<file path="src/rtl/irq_timer_pkg.sv">
`timescale 1ns/1ps
package irq_timer_pkg;

  typedef enum logic [1:0] {
    TM_ONESHOT  = 2'b00,
    TM_PERIODIC = 2'b01,
    TM_DEADLINE = 2'b10,
    TM_RESERVED = 2'b11
  } tmode_e;

  localparam int unsigned ADDR_W = 3;
  localparam int unsigned DATA_W = 64;
  localparam int unsigned DIV_W  = 3;

  localparam logic [ADDR_W-1:0] A_ENTRY    = 3'd0;
  localparam logic [ADDR_W-1:0] A_ICOUNT   = 3'd1;
  localparam logic [ADDR_W-1:0] A_CURRENT  = 3'd2;
  localparam logic [ADDR_W-1:0] A_DIVIDE   = 3'd3;
  localparam logic [ADDR_W-1:0] A_DEADLINE = 3'd4;
  localparam logic [ADDR_W-1:0] A_STAMP    = 3'd5;

  localparam logic [31:0] ENTRY_RESET = 32'h0001_0000;
  localparam logic [31:0] ENTRY_MASKB = 32'h0001_0000;
  localparam logic [31:0] ENTRY_BASE  = 32'h0001_00FF;

endpackage

</file>
<file path="src/rtl/irq_timer_entry.sv">
`timescale 1ns/1ps
module irq_timer_entry
  import irq_timer_pkg::*;
#(
  parameter bit DEADLINE_EN = 1'b1
) (
  input  logic        clk,
  input  logic        rst_n,
  input  logic        we_i,
  input  logic [31:0] wdata_i,
  input  logic        sw_enable_i,
  output logic [31:0] entry_o,
  output logic [7:0]  vector_o,
  output logic        mask_o,
  output tmode_e      mode_o,
  output logic        mode_change_o
);

  localparam logic [31:0] MODE_MASK = DEADLINE_EN ? 32'h0006_0000 : 32'h0002_0000;
  localparam logic [31:0] KEEP_MASK = ENTRY_BASE | MODE_MASK;

  logic [31:0] entry_q;
  logic [31:0] entry_n;

  always_comb begin
    entry_n = (wdata_i & KEEP_MASK) | (sw_enable_i ? 32'h0 : ENTRY_MASKB);
  end

  always_ff @(posedge clk or negedge rst_n) begin
    if (!rst_n) begin
      entry_q <= ENTRY_RESET;
    end else if (we_i) begin
      entry_q <= entry_n;
    end
  end

  assign mode_change_o = we_i && ((wdata_i & MODE_MASK) != (entry_q & MODE_MASK));
  assign entry_o       = entry_q;
  assign vector_o      = entry_q[7:0];
  assign mask_o        = entry_q[16];
  assign mode_o        = tmode_e'(entry_q[18:17]);

  assert_kept_bits_R1: assert property (@(posedge clk) disable iff (!rst_n)
    (entry_q & ~KEEP_MASK) == 32'h0);

  assert_forced_mask_R2: assert property (@(posedge clk) disable iff (!rst_n)
    (we_i && !sw_enable_i) |=> mask_o);

endmodule

</file>
<file path="src/rtl/irq_timer_countdown.sv">
`timescale 1ns/1ps
module irq_timer_countdown
  import irq_timer_pkg::*;
#(
  parameter int unsigned CNT_W      = 32,
  parameter int unsigned MIN_PERIOD = 16,
  localparam int unsigned LEN_W     = CNT_W + (1 << DIV_W) - 1
) (
  input  logic             clk,
  input  logic             rst_n,
  input  logic             arm_i,
  input  logic             cancel_i,
  input  logic [CNT_W-1:0] count_i,
  input  logic [DIV_W-1:0] shift_i,
  input  logic             periodic_i,
  output logic             expire_o,
  output logic             busy_o,
  output logic [CNT_W-1:0] remain_o
);

  localparam logic [LEN_W-1:0] MIN_LEN = LEN_W'(MIN_PERIOD);

  logic             run_q, run_n;
  logic [LEN_W-1:0] rem_q, rem_n;
  logic [LEN_W-1:0] len_q, len_n;
  logic [DIV_W-1:0] sh_q, sh_n;
  logic [LEN_W-1:0] len_raw, len_arm;
  logic             upd_en;

  always_comb begin
    len_raw = LEN_W'(count_i) << shift_i;
    len_arm = (periodic_i && (len_raw < MIN_LEN)) ? MIN_LEN : len_raw;
  end

  always_comb begin
    run_n    = run_q;
    rem_n    = rem_q;
    len_n    = len_q;
    sh_n     = sh_q;
    expire_o = 1'b0;
    if (cancel_i) begin
      run_n = 1'b0;
      rem_n = '0;
    end else if (arm_i) begin
      if (count_i == '0) begin
        run_n = 1'b0;
        rem_n = '0;
      end else begin
        run_n = 1'b1;
        rem_n = len_arm;
        len_n = len_arm;
        sh_n  = shift_i;
      end
    end else if (run_q) begin
      if (rem_q == LEN_W'(1)) begin
        expire_o = 1'b1;
        if (periodic_i) begin
          rem_n = len_q;
        end else begin
          run_n = 1'b0;
          rem_n = '0;
        end
      end else begin
        rem_n = rem_q - LEN_W'(1);
      end
    end
  end

  assign upd_en = cancel_i | arm_i | run_q;

  always_ff @(posedge clk or negedge rst_n) begin
    if (!rst_n) begin
      run_q <= 1'b0;
      rem_q <= '0;
      len_q <= '0;
      sh_q  <= '0;
    end else if (upd_en) begin
      run_q <= run_n;
      rem_q <= rem_n;
      len_q <= len_n;
      sh_q  <= sh_n;
    end
  end

  assign busy_o   = run_q;
  assign remain_o = CNT_W'(rem_q >> sh_q);

  assert_oneshot_stops_R4: assert property (@(posedge clk) disable iff (!rst_n)
    (expire_o && !periodic_i) |=> !busy_o);

  assert_periodic_reload_R7: assert property (@(posedge clk) disable iff (!rst_n)
    (expire_o && periodic_i) |=> (busy_o && (rem_q > LEN_W'(1))));

  assert_period_floor_R8: assert property (@(posedge clk) disable iff (!rst_n)
    (busy_o && periodic_i) |-> (len_q >= MIN_LEN));

endmodule

</file>
<file path="src/rtl/irq_timer_deadline.sv">
`timescale 1ns/1ps
module irq_timer_deadline
  import irq_timer_pkg::*;
#(
  parameter int unsigned TS_W = 64
) (
  input  logic            clk,
  input  logic            rst_n,
  input  logic            we_i,
  input  logic [TS_W-1:0] wdata_i,
  input  logic            cancel_i,
  output logic            expire_o,
  output logic [TS_W-1:0] deadline_o,
  output logic [TS_W-1:0] stamp_o
);

  logic [TS_W-1:0] ts_q, ts_n;
  logic [TS_W-1:0] dl_q, dl_n;
  logic            arm_q, arm_n;
  logic            upd_en;

  always_comb begin
    ts_n     = ts_q + TS_W'(1);
    dl_n     = dl_q;
    arm_n    = arm_q;
    expire_o = arm_q && (ts_q >= dl_q) && !we_i && !cancel_i;
    if (cancel_i) begin
      arm_n = 1'b0;
    end else if (we_i) begin
      dl_n  = wdata_i;
      arm_n = (wdata_i != '0);
    end else if (expire_o) begin
      arm_n = 1'b0;
    end
  end

  assign upd_en = cancel_i | we_i | arm_q;

  always_ff @(posedge clk or negedge rst_n) begin
    if (!rst_n) begin
      ts_q <= '0;
    end else begin
      ts_q <= ts_n;
    end
  end

  always_ff @(posedge clk or negedge rst_n) begin
    if (!rst_n) begin
      dl_q  <= '0;
      arm_q <= 1'b0;
    end else if (upd_en) begin
      dl_q  <= dl_n;
      arm_q <= arm_n;
    end
  end

  assign deadline_o = dl_q;
  assign stamp_o    = ts_q;

  assert_disarm_after_fire_R11: assert property (@(posedge clk) disable iff (!rst_n)
    expire_o |=> !arm_q);

  assert_zero_disarms_R11: assert property (@(posedge clk) disable iff (!rst_n)
    (we_i && !cancel_i && (wdata_i == '0)) |=> !arm_q);

  assert_stamp_advances_R13: assert property (@(posedge clk) disable iff (!rst_n)
    $past(rst_n) |-> (ts_q == $past(ts_q) + TS_W'(1)));

endmodule

</file>
<file path="src/rtl/irq_timer_top.sv">
`timescale 1ns/1ps
module irq_timer_top
  import irq_timer_pkg::*;
#(
  parameter int unsigned CNT_W       = 32,
  parameter int unsigned MIN_PERIOD  = 16,
  parameter bit          DEADLINE_EN = 1'b1
) (
  input  logic        clk,
  input  logic        rst_n,
  input  logic        sw_enable,
  input  logic        reg_we,
  input  logic [2:0]  reg_addr,
  input  logic [63:0] reg_wdata,
  output logic [63:0] reg_rdata,
  output logic        irq_valid,
  output logic [7:0]  irq_vector
);

  logic [1:0] rst_sync_q;
  logic       rst_s;

  always_ff @(posedge clk or negedge rst_n) begin
    if (!rst_n) begin
      rst_sync_q <= 2'b00;
    end else begin
      rst_sync_q <= {rst_sync_q[0], 1'b1};
    end
  end
  assign rst_s = rst_sync_q[1];

  logic [31:0] entry_w;
  logic [7:0]  vec_w;
  logic        mask_w;
  tmode_e      mode_w;
  logic        cancel_w;

  logic             wr_entry, wr_icount, wr_divide, wr_deadline;
  logic             is_dl, is_cd, is_per;
  logic [CNT_W-1:0] icount_q, icount_n;
  logic [DIV_W-1:0] div_q, div_n;
  logic             icount_en, div_en;
  logic             cd_arm, cd_exp, cd_busy;
  logic [CNT_W-1:0] cd_remain;
  logic             dl_we, dl_exp;
  logic [63:0]      dl_value, stamp;
  logic             irq_q, irq_n;
  logic [7:0]       vec_q, vec_n;

  assign wr_entry    = reg_we && (reg_addr == A_ENTRY);
  assign wr_icount   = reg_we && (reg_addr == A_ICOUNT);
  assign wr_divide   = reg_we && (reg_addr == A_DIVIDE);
  assign wr_deadline = reg_we && (reg_addr == A_DEADLINE);

  assign is_dl  = (mode_w == TM_DEADLINE);
  assign is_per = (mode_w == TM_PERIODIC);
  assign is_cd  = (mode_w == TM_ONESHOT) || is_per;

  irq_timer_entry #(.DEADLINE_EN(DEADLINE_EN)) u_entry (
    .clk          (clk),
    .rst_n        (rst_s),
    .we_i         (wr_entry),
    .wdata_i      (reg_wdata[31:0]),
    .sw_enable_i  (sw_enable),
    .entry_o      (entry_w),
    .vector_o     (vec_w),
    .mask_o       (mask_w),
    .mode_o       (mode_w),
    .mode_change_o(cancel_w)
  );

  always_comb begin
    icount_n  = reg_wdata[CNT_W-1:0];
    icount_en = wr_icount && !is_dl;
    div_n     = reg_wdata[DIV_W-1:0];
    div_en    = wr_divide;
  end

  always_ff @(posedge clk or negedge rst_s) begin
    if (!rst_s) begin
      icount_q <= '0;
    end else if (icount_en) begin
      icount_q <= icount_n;
    end
  end

  always_ff @(posedge clk or negedge rst_s) begin
    if (!rst_s) begin
      div_q <= '0;
    end else if (div_en) begin
      div_q <= div_n;
    end
  end

  assign cd_arm = wr_icount && is_cd;
  assign dl_we  = wr_deadline && is_dl;

  irq_timer_countdown #(.CNT_W(CNT_W), .MIN_PERIOD(MIN_PERIOD)) u_count (
    .clk       (clk),
    .rst_n     (rst_s),
    .arm_i     (cd_arm),
    .cancel_i  (cancel_w),
    .count_i   (icount_n),
    .shift_i   (div_q),
    .periodic_i(is_per),
    .expire_o  (cd_exp),
    .busy_o    (cd_busy),
    .remain_o  (cd_remain)
  );

  irq_timer_deadline #(.TS_W(64)) u_dead (
    .clk       (clk),
    .rst_n     (rst_s),
    .we_i      (dl_we),
    .wdata_i   (reg_wdata),
    .cancel_i  (cancel_w),
    .expire_o  (dl_exp),
    .deadline_o(dl_value),
    .stamp_o   (stamp)
  );

  always_comb begin
    irq_n = (cd_exp || dl_exp) && !mask_w;
    vec_n = vec_w;
  end

  always_ff @(posedge clk or negedge rst_s) begin
    if (!rst_s) begin
      irq_q <= 1'b0;
      vec_q <= '0;
    end else begin
      irq_q <= irq_n;
      vec_q <= vec_n;
    end
  end

  assign irq_valid  = irq_q;
  assign irq_vector = vec_q;

  always_comb begin
    case (reg_addr)
      A_ENTRY:    reg_rdata = {32'h0, entry_w};
      A_ICOUNT:   reg_rdata = 64'(icount_q);
      A_CURRENT:  reg_rdata = is_dl ? 64'h0 : 64'(cd_remain);
      A_DIVIDE:   reg_rdata = 64'(div_q);
      A_DEADLINE: reg_rdata = is_dl ? dl_value : 64'h0;
      A_STAMP:    reg_rdata = stamp;
      default:    reg_rdata = 64'h0;
    endcase
  end

  assert_single_pulse_R12: assert property (@(posedge clk) disable iff (!rst_s)
    irq_valid |=> !irq_valid);

  assert_no_count_in_deadline_R9: assert property (@(posedge clk) disable iff (!rst_s)
    is_dl |-> !cd_busy);

  assert_cancel_stops_R3: assert property (@(posedge clk) disable iff (!rst_s)
    cancel_w |=> !cd_busy);

endmodule

</file>
<file path="config.mk">
export PLATFORM = sky130hd
export DESIGN_NAME = irq_timer_top
export DESIGN_NICKNAME = d
export VERILOG_FILES = /design/src/rtl/irq_timer_pkg.sv /design/src/rtl/irq_timer_entry.sv /design/src/rtl/irq_timer_countdown.sv /design/src/rtl/irq_timer_deadline.sv /design/src/rtl/irq_timer_top.sv
export SDC_FILE = /design/constraint.sdc
export NUM_CORES = 1
export LEC_CHECK = 0
export ABC_AREA = 1
export BUFFER_PORTS_ARGS = -buffer_cell sky130_fd_sc_hd__buf_2
export CORE_ASPECT_RATIO = 1.4
export CORE_MARGIN = 8
export CORE_UTILIZATION = 46
export CTS_BUF_LIST = sky130_fd_sc_hd__clkbuf_8
export DETAILED_ROUTE_END_ITERATION = 8
export PLACE_DENSITY = 0.63
export SKIP_CTS_REPAIR_TIMING = 1
export SLEW_MARGIN = 20
export SYNTH_ARGS = -nofsm -noshare
export SYNTH_HDL_FRONTEND = slang
export SYNTH_SLANG_ARGS = --single-unit
</file>
<file path="constraint.sdc">
create_clock -name clk -period 25.2 [get_ports clk]
set_input_delay 2.52 -clock clk [delete_from_list [all_inputs] [get_ports clk]]
set_output_delay 2.52 -clock clk [all_outputs]
set_load 0.05 [all_outputs]
</file>
==> metrics.cfg <==
[status]
run_status=complete, no violations

[worst_setup_path]
cpPeakStageDelay_ns=0.61
cp_max_fo=34
worst_ep_required_time_ns=22.68
worstPathArrival_ns=4.92
critPathKind=in2out
cp-start-kind=input pin
reg2reg_depth=7
cp-end-kind=primary output
crit_chain=buf_2 > inv_1 > nor3_2 > buf_4 > inv_1 > o22ai_1 > a21oi_1 > o211ai_1 > buf_2
critPathSlowestCell=inv_1

[synth]
syn_area_per_cell_um2=7.24
ys_seq_area_share_pct=37.6
ys_types=50
ys_warn_count=0
ys_ff_latch=268
synth_edf_count=0
synthArstFlopShare_pct=100
syn_area_um2=17800
synth_nets=2600
synthCells=2462
synth_flop_cell=dfrtp_1

[placed_design]
dp_hpwl_um=47300
dp_cells=2996
dpl-instance-area_um2=18900
place_congestion=0.969
port_buffers=143

[floorplan]
fp-row-count=85
coreArea_um2=38300
start_util_pct=46.5
die_w_um=182
io_pins=144
fp.dieArea_um2=45400
dieHeight_um=249

[clock_network]
clock_path_buffers=3
cts.sink_count=268
h-tree-depth=2
insertion_delay_ns=0.62
root_buffer=clkbuf_8
clkTransAtPathRegs_ns=0.07
cts_buffers=47
cts_tree=yes

[timing]
fin_crit_ns=7.44
fin_crit_sh_pct=29.5
finalSetupViolCount=0
finalSetupTns_ns=0
worstMarginPinSlew_ns=1.19
rsz0062_at_grt=no
max_slew_margin_pct=20.6
finalMaxSlewViolations=0
clock_skew_ns=0.0361
hold_viol_final=0
timing.fmax_mhz=134

[power]
max-vdd-ir-drop_uv=44.0
p_leak_nw=9.64
p_sw_w=0.000785
switching_share_pct=44.8
clockPowerShare_pct=23.7
p_per_area_nw_per_um2=88.3
p_seq_share_pct=35.4
internal_power_w=0.000967
p_comb_share_pct=41.0

[run]
maxCapViolCount=0

[route]
routed_wl_um=63000
antenna_left=0
route.detailed.wl_per_inst_um=20.4
vias=17600
drtIter0Drc=1515
avgViaCountPerCell=5.71
firstDrtPassIters=7
drc=0

[cells_and_area]
nets=2705
layout_commonest_cell=nand2_1
design_area_um2=19800
layout.cells.non_filler=3082
area_delta_synth_final_pct=11.4
drive_gt1_share_pct=12.1
final_cell_mix=nand2_1, dfrtp_1, inv_1

[global_routing]
grt_max_degree=166
grt_pass1_wl_um=98000
antenna_found_initial=4
grt_pass1_vias=17800
overflow=0
track_usage_pct=27.3

[hold_path]
hold_path.class=reg2async

==> critical path, delay by kind of cell <==
| family | cells | cell delay [ns] |
|---|---|---|
| buf+inv | 5 | 1.63 |
| simple gates | 1 | 0.16 |
| compound gates | 3 | 0.58 |
==> power by group through the flow <==
stage          clock, W  combinational [W]  sequential (W)
4_1_cts        0.000423           0.000709        0.000618
6_report       0.000414           0.000718        0.000620
3_5_place_dp          0           0.000705        0.000624
5_1_grt        0.000441           0.000798        0.000632
3_3_place_gp          0           0.000697        0.000622
2_1_floorplan         0           0.000500        0.000611
==> Yosys cell counts, drive strengths merged, types with 2 or more instances <==
library cell	count	area [µm²]
a21o	2	15.0
a21oi	59	299
a221oi	3	26.3
a22oi	23	173
a31oi	5	31.3
buf	34	175
clkbuf	74	278
clkinv	2	7.51
dfrtp	267	6680
ha	67	838
inv	253	952
mux2	22	248
mux2i	18	180
nand2	730	2760
nand3	191	986
nand3b	6	45.0
nand4	36	231
nor2	160	643
nor3	47	294
nor3b	2	31.3
nor4	31	224
o2111ai	12	105
o211ai	39	293
o21ai	247	1240
o22ai	37	231
or2	3	18.8
xnor2	12	105
xor2	75	657
==> sequential cells by signal, indices dropped and copies added, names as in the netlist, 3 cells and up <==
name,cells
u_count.len_q,39
u_entry.entry_o,11
u_dead.stamp_o,64
u_count.sh_q,3
u_count.rem_q,39
icount_q,32
u_dead.deadline_o,64
div_q,3
irq_vector,8
==> cells by family after synthesis <==
logic type | share of synthesized area (%)
compound gates | 13.6
other cells | 0.0210
fa+ha+maj | 4.70
simple gates | 29.4
xor+xnor | 4.28
buf+inv | 7.93
mux | 2.40
flops | 37.6
==> cell type report <==
cell class	count	area [µm²]
Antenna cell	3	7.51
Clock buffer	58	798
Clock inverter	25	151
Fill cell	3850	18400
Inverter	255	960
Multi-Input combinational cell	1831	9730
Sequential cell	268	6710
Tap cell	478	598
Timing Repair Buffer	164	886
==> routing by layer <==
metal	wire length (µm)	share of wire (%)	GRT usage [%]
met2	31400	50	47.8
met5	0	0	0
met1	23100	37	29.7
met3	3820	6.1	4.66
met4	4590	7.3	18.7
==> through the flow <==
| stage | worst slack [ns] | hold slack [ns] | total power [W] | utilization [%] |
|---|---|---|---|---|
| 2_1_floorplan | 17.18 | 0.331 | 0.00111 | - |
| 3_3_place_gp | 17.89 | 0.325 | 0.00132 | 49.3 |
| 3_5_place_dp | 17.83 | 0.332 | 0.00133 | 49.3 |
| 4_1_cts | 17.82 | 0.338 | 0.00175 | 51.8 |
| 5_1_grt | 17.72 | 0.365 | 0.00187 | 51.8 |
| 6_report | 17.76 | 0.316 | 0.00175 | 51.8 |
==> worst paths after layout <==
kind / start / endpoint / slack (ns)
max: reg_addr[2] / reg_rdata[16] / 17.76
min: rst_sync_q[1] / u_count.len_q[33] / 0.32
max reg2reg: u_entry.entry_o[17] / u_dead.deadline_o[47] / 21.77
min reg2reg: rst_sync_q[1] / u_count.len_q[33] / 0.32
max in group asynchronous: rst_n / rst_sync_q[1] / 23.40
min in group clk: rst_sync_q[0] / rst_sync_q[1] / 0.37
Power figures use the tool's default switching activity.
